[src/rtl/fxdiv_pkg.sv]
package fxdiv_pkg;
  // iteration controller states of the unsigned core
  typedef enum logic [1:0] {
    CORE_IDLE = 2'd0,
    CORE_RUN  = 2'd1,
    CORE_FIX  = 2'd2
  } core_state_t;
endpackage

[src/rtl/fxdiv_align.sv]
// Brings the divisor onto the dividend's scale and strips operand signs.
module fxdiv_align #(
  parameter int NUM_W    = 32,
  parameter int DEN_W    = 16,
  parameter int NUM_FRAC = 16,
  parameter int DEN_FRAC = 8
) (
  input  logic [NUM_W-1:0] num_i,
  input  logic [DEN_W-1:0] den_i,
  output logic [NUM_W-1:0] num_mag_o,
  output logic [NUM_W-1:0] den_mag_o,
  output logic             q_neg_o,
  output logic             r_neg_o,
  output logic             den_zero_o
);
  localparam int SHIFT = NUM_FRAC - DEN_FRAC;
  localparam int EXT   = NUM_W - DEN_W;

  logic [NUM_W-1:0] den_ext;
  logic [NUM_W-1:0] den_aligned;
  logic             num_sign;
  logic             den_sign;

  assign num_sign    = num_i[NUM_W-1];
  assign den_sign    = den_i[DEN_W-1];
  // widen with sign copies first, then scale, so no top bits are dropped
  assign den_ext     = {{EXT{den_sign}}, den_i};
  assign den_aligned = den_ext << SHIFT;

  always_comb begin
    if (num_sign) num_mag_o = ~num_i + NUM_W'(1);
    else          num_mag_o = num_i;
    if (den_sign) den_mag_o = ~den_aligned + NUM_W'(1);
    else          den_mag_o = den_aligned;
  end

  assign q_neg_o    = num_sign ^ den_sign;
  assign r_neg_o    = num_sign;
  assign den_zero_o = (den_i == '0);
endmodule

[src/rtl/fxdiv_nr_core.sv]
// Unsigned iterative non-restoring divider with one remainder fix-up cycle.
module fxdiv_nr_core
  import fxdiv_pkg::*;
#(
  parameter int W = 32
) (
  input  logic         clk,
  input  logic         rst_n,
  input  logic         start_i,
  input  logic [W-1:0] num_i,
  input  logic [W-1:0] den_i,
  output logic         busy_o,
  output logic         done_o,
  output logic [W-1:0] quo_o,
  output logic [W-1:0] rem_o
);
  localparam int AW = W + 2;
  localparam int CW = $clog2(W + 1);

  core_state_t   state_q, state_d;
  logic [AW-1:0] acc_q, acc_d;
  logic [W-1:0]  quo_q, quo_d;
  logic [W-1:0]  den_q, den_d;
  logic [CW-1:0] cnt_q, cnt_d;
  logic          done_q, done_d;
  logic          dp_en;

  logic [AW-1:0] den_wide;
  logic [AW-1:0] shifted;
  logic [AW-1:0] acc_step;
  logic [W-1:0]  quo_step;
  logic [AW-1:0] acc_fix;

  assign den_wide = {2'b00, den_q};
  assign shifted  = {acc_q[AW-2:0], quo_q[W-1]};
  assign acc_step = acc_q[AW-1] ? (shifted + den_wide) : (shifted - den_wide);
  assign quo_step = {quo_q[W-2:0], ~acc_step[AW-1]};
  assign acc_fix  = acc_q[AW-1] ? (acc_q + den_wide) : acc_q;

  assign dp_en = (state_q != CORE_IDLE) || start_i;

  always_comb begin
    state_d = state_q;
    acc_d   = acc_q;
    quo_d   = quo_q;
    den_d   = den_q;
    cnt_d   = cnt_q;
    done_d  = 1'b0;
    unique case (state_q)
      CORE_IDLE: begin
        if (start_i) begin
          acc_d   = '0;
          quo_d   = num_i;
          den_d   = den_i;
          cnt_d   = '0;
          state_d = CORE_RUN;
        end
      end
      CORE_RUN: begin
        acc_d = acc_step;
        quo_d = quo_step;
        cnt_d = cnt_q + CW'(1);
        if (cnt_q == CW'(W - 1)) state_d = CORE_FIX;
      end
      CORE_FIX: begin
        acc_d   = acc_fix;
        done_d  = 1'b1;
        state_d = CORE_IDLE;
      end
      default: state_d = CORE_IDLE;
    endcase
  end

  always_ff @(posedge clk or negedge rst_n) begin
    if (!rst_n) begin
      state_q <= CORE_IDLE;
      acc_q   <= '0;
      quo_q   <= '0;
      den_q   <= '0;
      cnt_q   <= '0;
      done_q  <= 1'b0;
    end else begin
      state_q <= state_d;
      done_q  <= done_d;
      if (dp_en) begin
        acc_q <= acc_d;
        quo_q <= quo_d;
        den_q <= den_d;
        cnt_q <= cnt_d;
      end
    end
  end

  assign busy_o = (state_q != CORE_IDLE);
  assign done_o = done_q;
  assign quo_o  = quo_q;
  assign rem_o  = acc_q[W-1:0];

  logic signed [AW-1:0] acc_s;
  logic signed [AW-1:0] den_s;
  assign acc_s = acc_q;
  assign den_s = den_wide;

  AST_ACC_BOUND: assert property (@(posedge clk) disable iff (!rst_n)
    (state_q == CORE_RUN) |-> (acc_s >= -den_s) && (acc_s < den_s));
  AST_REM_RANGE: assert property (@(posedge clk) disable iff (!rst_n)
    done_q |-> (!acc_q[AW-1]) && (acc_s < den_s));
  AST_DONE_PULSE: assert property (@(posedge clk) disable iff (!rst_n)
    done_q |=> !done_q);
  AST_DONE_IDLE: assert property (@(posedge clk) disable iff (!rst_n)
    done_q |-> (state_q == CORE_IDLE));
endmodule

[src/rtl/fxdiv_sign.sv]
// Restores signs on the unsigned core results and applies the zero-divisor force.
module fxdiv_sign #(
  parameter int W = 32
) (
  input  logic [W-1:0] quo_mag_i,
  input  logic [W-1:0] rem_mag_i,
  input  logic         q_neg_i,
  input  logic         r_neg_i,
  input  logic         force_zero_i,
  output logic [W-1:0] quo_o,
  output logic [W-1:0] rem_o
);
  logic [W-1:0] quo_s;
  logic [W-1:0] rem_s;

  assign quo_s = q_neg_i ? (~quo_mag_i + W'(1)) : quo_mag_i;
  assign rem_s = r_neg_i ? (~rem_mag_i + W'(1)) : rem_mag_i;

  always_comb begin
    if (force_zero_i) begin
      quo_o = '0;
      rem_o = '0;
    end else begin
      quo_o = quo_s;
      rem_o = rem_s;
    end
  end
endmodule

[src/rtl/fxdiv_q16q8.sv]
// Fixed-point divider: Q15.16 dividend over Q7.8 divisor, integer quotient.
module fxdiv_q16q8 #(
  parameter int NUM_W    = 32,
  parameter int DEN_W    = 16,
  parameter int NUM_FRAC = 16,
  parameter int DEN_FRAC = 8
) (
  input  logic             clk,
  input  logic             rst_n,
  input  logic             start_i,
  input  logic [NUM_W-1:0] dividend_i,
  input  logic [DEN_W-1:0] divisor_i,
  output logic [NUM_W-1:0] quotient_o,
  output logic [NUM_W-1:0] remainder_o,
  output logic             done_o,
  output logic             busy_o,
  output logic             div_zero_o
);
  localparam int LW = $clog2(NUM_W + 3) + 1;

  logic [NUM_W-1:0] num_mag;
  logic [NUM_W-1:0] den_mag;
  logic             q_neg;
  logic             r_neg;
  logic             den_zero;

  logic             core_busy;
  logic             core_done;
  logic [NUM_W-1:0] core_quo;
  logic [NUM_W-1:0] core_rem;

  logic accept;
  logic launch;
  logic zero_hit;

  logic err_q,   err_d;
  logic qneg_q,  qneg_d;
  logic rneg_q,  rneg_d;
  logic zdone_q, zdone_d;

  fxdiv_align #(
    .NUM_W(NUM_W), .DEN_W(DEN_W), .NUM_FRAC(NUM_FRAC), .DEN_FRAC(DEN_FRAC)
  ) u_align (
    .num_i      (dividend_i),
    .den_i      (divisor_i),
    .num_mag_o  (num_mag),
    .den_mag_o  (den_mag),
    .q_neg_o    (q_neg),
    .r_neg_o    (r_neg),
    .den_zero_o (den_zero)
  );

  assign accept   = start_i && !core_busy;
  assign launch   = accept && !den_zero;
  assign zero_hit = accept && den_zero;

  fxdiv_nr_core #(.W(NUM_W)) u_core (
    .clk     (clk),
    .rst_n   (rst_n),
    .start_i (launch),
    .num_i   (num_mag),
    .den_i   (den_mag),
    .busy_o  (core_busy),
    .done_o  (core_done),
    .quo_o   (core_quo),
    .rem_o   (core_rem)
  );

  always_comb begin
    err_d   = err_q;
    qneg_d  = qneg_q;
    rneg_d  = rneg_q;
    zdone_d = zero_hit;
    if (accept) begin
      err_d = den_zero;
      if (!den_zero) begin
        qneg_d = q_neg;
        rneg_d = r_neg;
      end
    end
  end

  always_ff @(posedge clk or negedge rst_n) begin
    if (!rst_n) begin
      err_q   <= 1'b0;
      qneg_q  <= 1'b0;
      rneg_q  <= 1'b0;
      zdone_q <= 1'b0;
    end else begin
      zdone_q <= zdone_d;
      if (accept) begin
        err_q  <= err_d;
        qneg_q <= qneg_d;
        rneg_q <= rneg_d;
      end
    end
  end

  fxdiv_sign #(.W(NUM_W)) u_sign (
    .quo_mag_i    (core_quo),
    .rem_mag_i    (core_rem),
    .q_neg_i      (qneg_q),
    .r_neg_i      (rneg_q),
    .force_zero_i (err_q),
    .quo_o        (quotient_o),
    .rem_o        (remainder_o)
  );

  assign done_o     = core_done || zdone_q;
  assign busy_o     = core_busy;
  assign div_zero_o = err_q;

  // cycle counter used only by the latency check below
  logic [LW-1:0] lat_q;
  always_ff @(posedge clk or negedge rst_n) begin
    if (!rst_n)         lat_q <= '0;
    else if (launch)    lat_q <= '0;
    else if (core_busy) lat_q <= lat_q + LW'(1);
  end

  AST_LATENCY: assert property (@(posedge clk) disable iff (!rst_n)
    core_done |-> (lat_q == LW'(NUM_W + 1)));
  AST_ZERO_FLAG: assert property (@(posedge clk) disable iff (!rst_n)
    (start_i && !busy_o && (divisor_i == '0)) |=> (done_o && div_zero_o && !busy_o));
  AST_ZERO_OUT: assert property (@(posedge clk) disable iff (!rst_n)
    div_zero_o |-> ((quotient_o == '0) && (remainder_o == '0)));
  AST_HOLD: assert property (@(posedge clk) disable iff (!rst_n)
    (!busy_o && !start_i) |=> ($stable(quotient_o) && $stable(remainder_o) && $stable(div_zero_o)));
  AST_BUSY_IGNORE: assert property (@(posedge clk) disable iff (!rst_n)
    busy_o |=> !div_zero_o);
endmodule

[config.mk]
export PLATFORM = sky130hd
export DESIGN_NAME = fxdiv_q16q8
export DESIGN_NICKNAME = d
export VERILOG_FILES = /design/src/rtl/fxdiv_pkg.sv /design/src/rtl/fxdiv_align.sv /design/src/rtl/fxdiv_nr_core.sv /design/src/rtl/fxdiv_sign.sv /design/src/rtl/fxdiv_q16q8.sv
export SDC_FILE = /design/constraint.sdc
export NUM_CORES = 1
export LEC_CHECK = 0
export ABC_AREA = 1
export CAP_MARGIN = 20
export CORE_UTILIZATION = 55
export DETAILED_ROUTE_END_ITERATION = 7
export DONT_BUFFER_PORTS = 1
export MAX_ROUTING_LAYER = met4
export PLACE_DENSITY_LB_ADDON = 0.2
export SYNTH_ARGS = -nofsm -noshare
export SYNTH_HDL_FRONTEND = slang
export SYNTH_SLANG_ARGS = --single-unit
[constraint.sdc]
create_clock -name clk -period 4.9 [get_ports clk]
set_input_delay 0.735 -clock clk [delete_from_list [all_inputs] [get_ports clk]]
set_output_delay 0.735 -clock clk [all_outputs]
set_load 0.005 [all_outputs]
# == Word level (Yosys, flattened, before mapping) ==
# Cells that the tools add are included.
# totals
latch_bits,0
mem_bits_rw,0
memories,0
romBits,0
regBits,111
output_inout_bits,67
# classes
n_div,0
bitwise,7
eq_ne,6
mux,18
reduce_logical,18
n_mul,0
shift,0
addsub,8
n_lt_le_gt_ge,0
# op_table
operator,count
$mux 32,7
$add 32x1->32 const B,4
$not 32->32,4
$mux 34,3
$pmux 34 s3,1
$add 34x32->34,2
$pmux 32 s2,1
$sub 34x32->34,1
$logic_not 16->1,1
$pmux 6 s2,1
$reduce_and 3->1,3
$add 6x1->6 const B,1
$eq 6x5->1 const B,1
$mux 6,1
$ne 2x1->1 const B,3
$mux 2,2
$pmux 2 s2,1
$reduce_and 2->1,2
$reduce_and 4->1,1
$reduce_bool 2->1,2
$logic_and 1x1->1,3
$reduce_bool 3->1,1
$eq 2x1->1 const B,1
$eq 2x2->1 const B,1
other kinds (6),9

# == Longest topological paths before layout ==
# depth
depth_word,6
mapped_depth,23

# == Cells and area by module ==
# Synthesis repeated with hierarchy kept, for this count alone.
# hier_totals
cells_unflattened,2444
area_unflattened_um2,14076.0
# by_module_without_submodules
module,cells_each,n_inst,seq_area_each_um2,area_per_inst_um2
fxdiv_nr_core,1610,1,2677.6,10127.2
fxdiv_sign,496,1,0.0,2243.4
fxdiv_align,319,1,0.0,1527.7
fxdiv_q16q8,19,1,100.1,177.7

# == Worst setup path before layout ==
# No wires, ideal clock.
# synth_timing
path_kind,register to register
from,register u_core.den_q[9]
to,register u_core.acc_q[31]
path_slack_ns,2.083
synth_period_minus_slack_ns,2.817
path_stages_with_launch,20
required_ns,4.784
t_arrival_ns,2.701
path_buffers,0
path_cell_list,dfrtp_1 -> inv_1 -> ha_1 -> nand4_1 -> nor2_2 -> nand4_4 -> o31ai_4 -> xor2_1 -> ha_1 -> nand2_1 -> nor2_1 -> inv_1 -> o21ai_0 -> nand2_1 -> nand3_1 -> nand2_1 -> nand3_1 -> nand2_1 -> nand2_1 -> nand2_1
# synth_between
elab_chain_cells,3
word_cells_on_any_way,6
# synth_rtl
element,line,source
start: declaration,fxdiv_nr_core.sv:23,"logic [W-1:0] den_q, den_d;"
start signal: assignment,fxdiv_nr_core.sv:88,den_q <= den_d;
$add 34x32->34 (tied with other cells),fxdiv_nr_core.sv:38,assign acc_fix = acc_q[AW-1] ? (acc_q + den_wide) : acc_q;
"$mux 34, on equally long branches","fxdiv_nr_core.sv:38, fxdiv_nr_core.sv:36",
$pmux 34 s3 (*),fxdiv_nr_core.sv:49,unique case (state_q)
end signal: assignment,fxdiv_nr_core.sv:77,acc_q <= '0;
end signal: assignment,fxdiv_nr_core.sv:86,acc_q <= acc_d;
end: declaration,fxdiv_nr_core.sv:21,"logic [AW-1:0] acc_q, acc_d;"
# Every way passes the cells marked *; elsewhere a longest branch is shown, timed or not. The select of a mux whose other input is x is not followed.
# A chain may end at the register's enable or synchronous reset.

# == Worst setup path in the final report ==
# layout_timing
from,register u_core.den_q[9]
to,register u_core.acc_q[28]
# Same word-level chain as after synthesis.

==> results.json <==
{
  "first_pass_iters": 6,
  "cts_max_level": 3,
  "synth-edff-count": 0,
  "synth.distinct_cells": 52,
  "cts-buffers-inserted": 9,
  "dp_slack_ns": 1.42,
  "p_sw_share_pct": 60.8,
  "start_kind": "register",
  "crit_family": "simple AND/OR/NAND/NOR gates",
  "seq_power_share_pct": 20.2,
  "syn_to_final_growth_pct": 3.57,
  "io_pins": 118,
  "io_buffers": 0,
  "cp_common_cell": "nand2_1",
  "initial_core_util_pct": 56.0,
  "slew_viol_final": 0,
  "dr.first_iter.drc_count": 1233,
  "synth_xor_area_share_pct": 3.95,
  "clk_latency_ns": 0.38,
  "hold_viol": 0,
  "antenna_found_initial": 0,
  "ant_nets": 0,
  "synthesis.area_um2": 11800,
  "critPathCaptureType": "register",
  "synth_top_area_share_pct": 21.9,
  "insertedDiodeCount": 0,
  "p_total_mw": 8.88,
  "instances_no_fill": 2225,
  "skew_ns": 0.0203,
  "route.final.wire_length_um": 41000,
  "seq_area_frac_synth_pct": 21.9,
  "final_util_pct": 58.0,
  "ys.flop_type": "dfrtp_1",
  "path_buf_inv": 1,
  "grt_pass1_vias": 11500,
  "cp_max_fo": 5,
  "drive_above_1_share_pct": 3.69,
  "ir_drop_v": 0.000472,
  "rows": 53,
  "p_per_area_nw_per_um2": 729,
  "cts_resized": 0,
  "clockPowerShare_pct": 8.8,
  "worst_pin_slew_ns": 0.883,
  "p_switching_mw": 5.40,
  "setup_viol": 0,
  "critical_path_class": "register to register",
  "dp.cells": 2209,
  "synth-simple-area-share_pct": 40.3,
  "grt_max_degree": 104,
  "syn-num-nets": 2099,
  "drc": 0,
  "die-area_um2": 22000,
  "layout_setup_ws_ns": 1.22,
  "hold_ws_ns": 0.0592,
  "path_cells": "inv_1 -> ha_1 -> nand4_1 -> nor2_2 -> nand4_4 -> o31ai_4 -> nand2_1 -> nand2_1 -> nand2_1 -> ha_1 -> nand2_1 -> nor2_1 -> and2_1 -> nand4_1 -> nand3_1 -> nand2_1 -> nand3_1 -> nand2_1 -> nand2_1 -> nand2_1",
  "postCtsSetupBuffers": 0,
  "synthAdderAreaFrac_pct": 6.93,
  "max_freq_ghz": 0.272,
  "clk_pin_slew_ns": 0.10,
  "period_minus_slack_ns": 3.68,
  "yosys_warnings": 0,
  "crit_path_max_incr_delay_ns": 0.44,
  "hpwl_um": 31900,
  "core_area_um2": 21000,
  "chipHeight_um": 148,
  "cts_tree": "built",
  "grt_pass1_wl_um": 63300,
  "leakage_nw": 6.38,
  "grtUsageTotal_pct": 38.1,
  "p_int_mw": 3.48,
  "maxCapViolCount": 0,
  "hold_path_class": "primary input to async pin",
  "grt_setup_unrepaired": "false",
  "num_vias": 13100,
  "crit_required_ns": 5.16,
  "finalCritPeriodShare_pct": 75.0,
  "crit_path_top_delay_cell": "dfrtp_1",
  "wire_per_inst_um": 18.4,
  "place_area_um2": 11900,
  "grt-ovfl-total": 0,
  "die_w_um": 148,
  "synth.area.top_cells": "dfrtp_1 (22%), nand2_1 (20%), inv_1 (7.9%), ha_1 (6.6%), nor2_1 (6.6%)",
  "synthMuxAreaShare_pct": 0,
  "synth_top_family_by_area": "simple AND/OR/NAND/NOR gates",
  "cts.path.max_buffers": 2,
  "cts.sinks": 103,
  "timing.setup.tns_ns": 0,
  "final_nets": 2060,
  "clockRootBuffer": "clkbuf_16",
  "place.gp.congestion": 1.01,
  "synth_compound_area_share_pct": 16.4,
  "synth-seq-cells": 103,
  "via_per_inst": 5.88,
  "design_area_um2": 12200,
  "fillers": 2129,
  "async_reset_ff_share_pct": 100,
  "combinationalPowerShare_pct": 71.0,
  "avgSynthCellArea_um2": 5.93,
  "slew_headroom_pct": 41.1,
  "cp.arrival_ns": 3.94,
  "status": "finished clean",
  "cts-hold-fix-buffers": 0,
  "synth_top_area_cell": "dfrtp_1",
  "synthCells": 1984
}
## layout make-up
type / count / area [µm²] / area share [%]
multi-input cells: 1572 / 7950 / 65.3
flip-flops and latches: 103 / 2580 / 21.2
inverters: 255 / 960 / 7.88
well taps: 275 / 344 / 2.82
clock buffers: 9 / 225 / 1.85
clock inverters: 7 / 93.8 / 0.770
repair buffers: 4 / 30.0 / 0.246
## worst reg2reg max path, cell delays in order, from the launching register on
cell,delay (ns)
dfrtp_1,0.44
inv_1,0.13
ha_1,0.20
nand4_1,0.14
nor2_2,0.22
nand4_4,0.17
o31ai_4,0.35
nand2_1,0.09
nand2_1,0.07
nand2_1,0.07
ha_1,0.37
nand2_1,0.11
nor2_1,0.23
and2_1,0.25
nand4_1,0.25
nand3_1,0.17
nand2_1,0.06
nand3_1,0.06
nand2_1,0.07
nand2_1,0.07
nand2_1,0.05
## cells in the mapped netlist (8+ instances only)
| library cell | count |
|---|---|
| or2_2 | 10 |
| nand4_1 | 37 |
| o21ai_0 | 139 |
| clkbuf_1 | 27 |
| nor4_1 | 11 |
| dfrtp_1 | 103 |
| inv_1 | 247 |
| nand3_1 | 143 |
| nor2_1 | 206 |
| buf_1 | 8 |
| o21ai_1 | 8 |
| o211ai_1 | 17 |
| a21oi_1 | 134 |
| buf_2 | 8 |
| xor2_1 | 46 |
| nand2_1 | 617 |
| o21bai_1 | 8 |
| o22ai_1 | 12 |
| nor3_1 | 43 |
| ha_1 | 62 |
## power by group through the flow
| stage | Sequential, mW | Clock, mW | Combinational [mW] |
|---|---|---|---|
| after CTS | 1.77 | 0.787 | 6.16 |
| final | 1.79 | 0.785 | 6.30 |
| after global placement | 1.77 | 0 | 6.07 |
| after global routing | 1.82 | 0.825 | 7.02 |
| after detailed placement | 1.78 | 0 | 6.13 |
| after floorplan | 1.49 | 0 | 4.84 |
## cells in the final DEF, fill, tap and decap left out, types with 3 or more instances in the layout
master       n
nand2_1    617
inv_1      247
nor2_1     206
nand3_1    143
o21ai_0    139
a21oi_1    134
dfrtp_1    103
ha_1        62
xor2_1      46
nor3_1      43
nand4_1     37
o211ai_1    17
o22ai_1     12
nor4_1      11
or2_2       10
clkbuf_16    9
o21ai_1      8
o21bai_1     8
nor2_2       7
xnor2_1      7
nand3b_1     7
o21ai_2      6
inv_2        6
o31ai_1      6
a21boi_0     5
a31oi_1      4
nand2_2      4
buf_4        4
nand3_2      3
a211oi_1     3
o21a_1       3
nand2_4      3
and2_1       3
clkinv_8     3
## flip-flops by register name, summed over array words and instances (netlist names)
name	count
u_core.state_q	2
u_core.den_q	24
u_core.quo_o	32
u_core.done_o	1
qneg_q	1
u_core.acc_q	34
u_core.cnt_q	6
div_zero_o	1
zdone_q	1
rneg_q	1
## per-layer routing
layer / vias to the layer above / global-route usage, % / routed length, µm
met5: - / - / 0
met4: 0 / 13.4 / 1620
met3: 102 / 5.25 / 3410
met2: 587 / 56.6 / 17600
met1: 5980 / 52.7 / 18400
li1: 6408 / - / -
## worst paths after layout
check                                            startpoint  cells past startpoint                            to  slack (ns)
worst min register to register  u_core.cnt_q[5]$_DFFE_PN0P_                      2   u_core.cnt_q[5]$_DFFE_PN0P_        0.49
worst max register to register  u_core.den_q[9]$_DFFE_PN0P_                     20  u_core.acc_q[28]$_DFFE_PN0P_        1.22
min in group clk                              divisor_i[14]                      1             zdone_q$_DFF_PN0_        0.42
max in group asynchronous                             rst_n                      0  u_core.acc_q[21]$_DFFE_PN0P_        4.60
worst max-delay path            u_core.den_q[9]$_DFFE_PN0P_                     20  u_core.acc_q[28]$_DFFE_PN0P_        1.22
worst min-delay path                                  rst_n                      0  u_core.acc_q[26]$_DFFE_PN0P_        0.06
## cells by family after synthesis
| group | count (synthesis) |
|---|---|
| simple gates | 1106 |
| buf+inv | 309 |
| flops | 103 |
| compound gates | 349 |
| fa+ha+maj | 64 |
| xor+xnor | 53 |
Note: power is estimated with default switching activity, not from simulation.
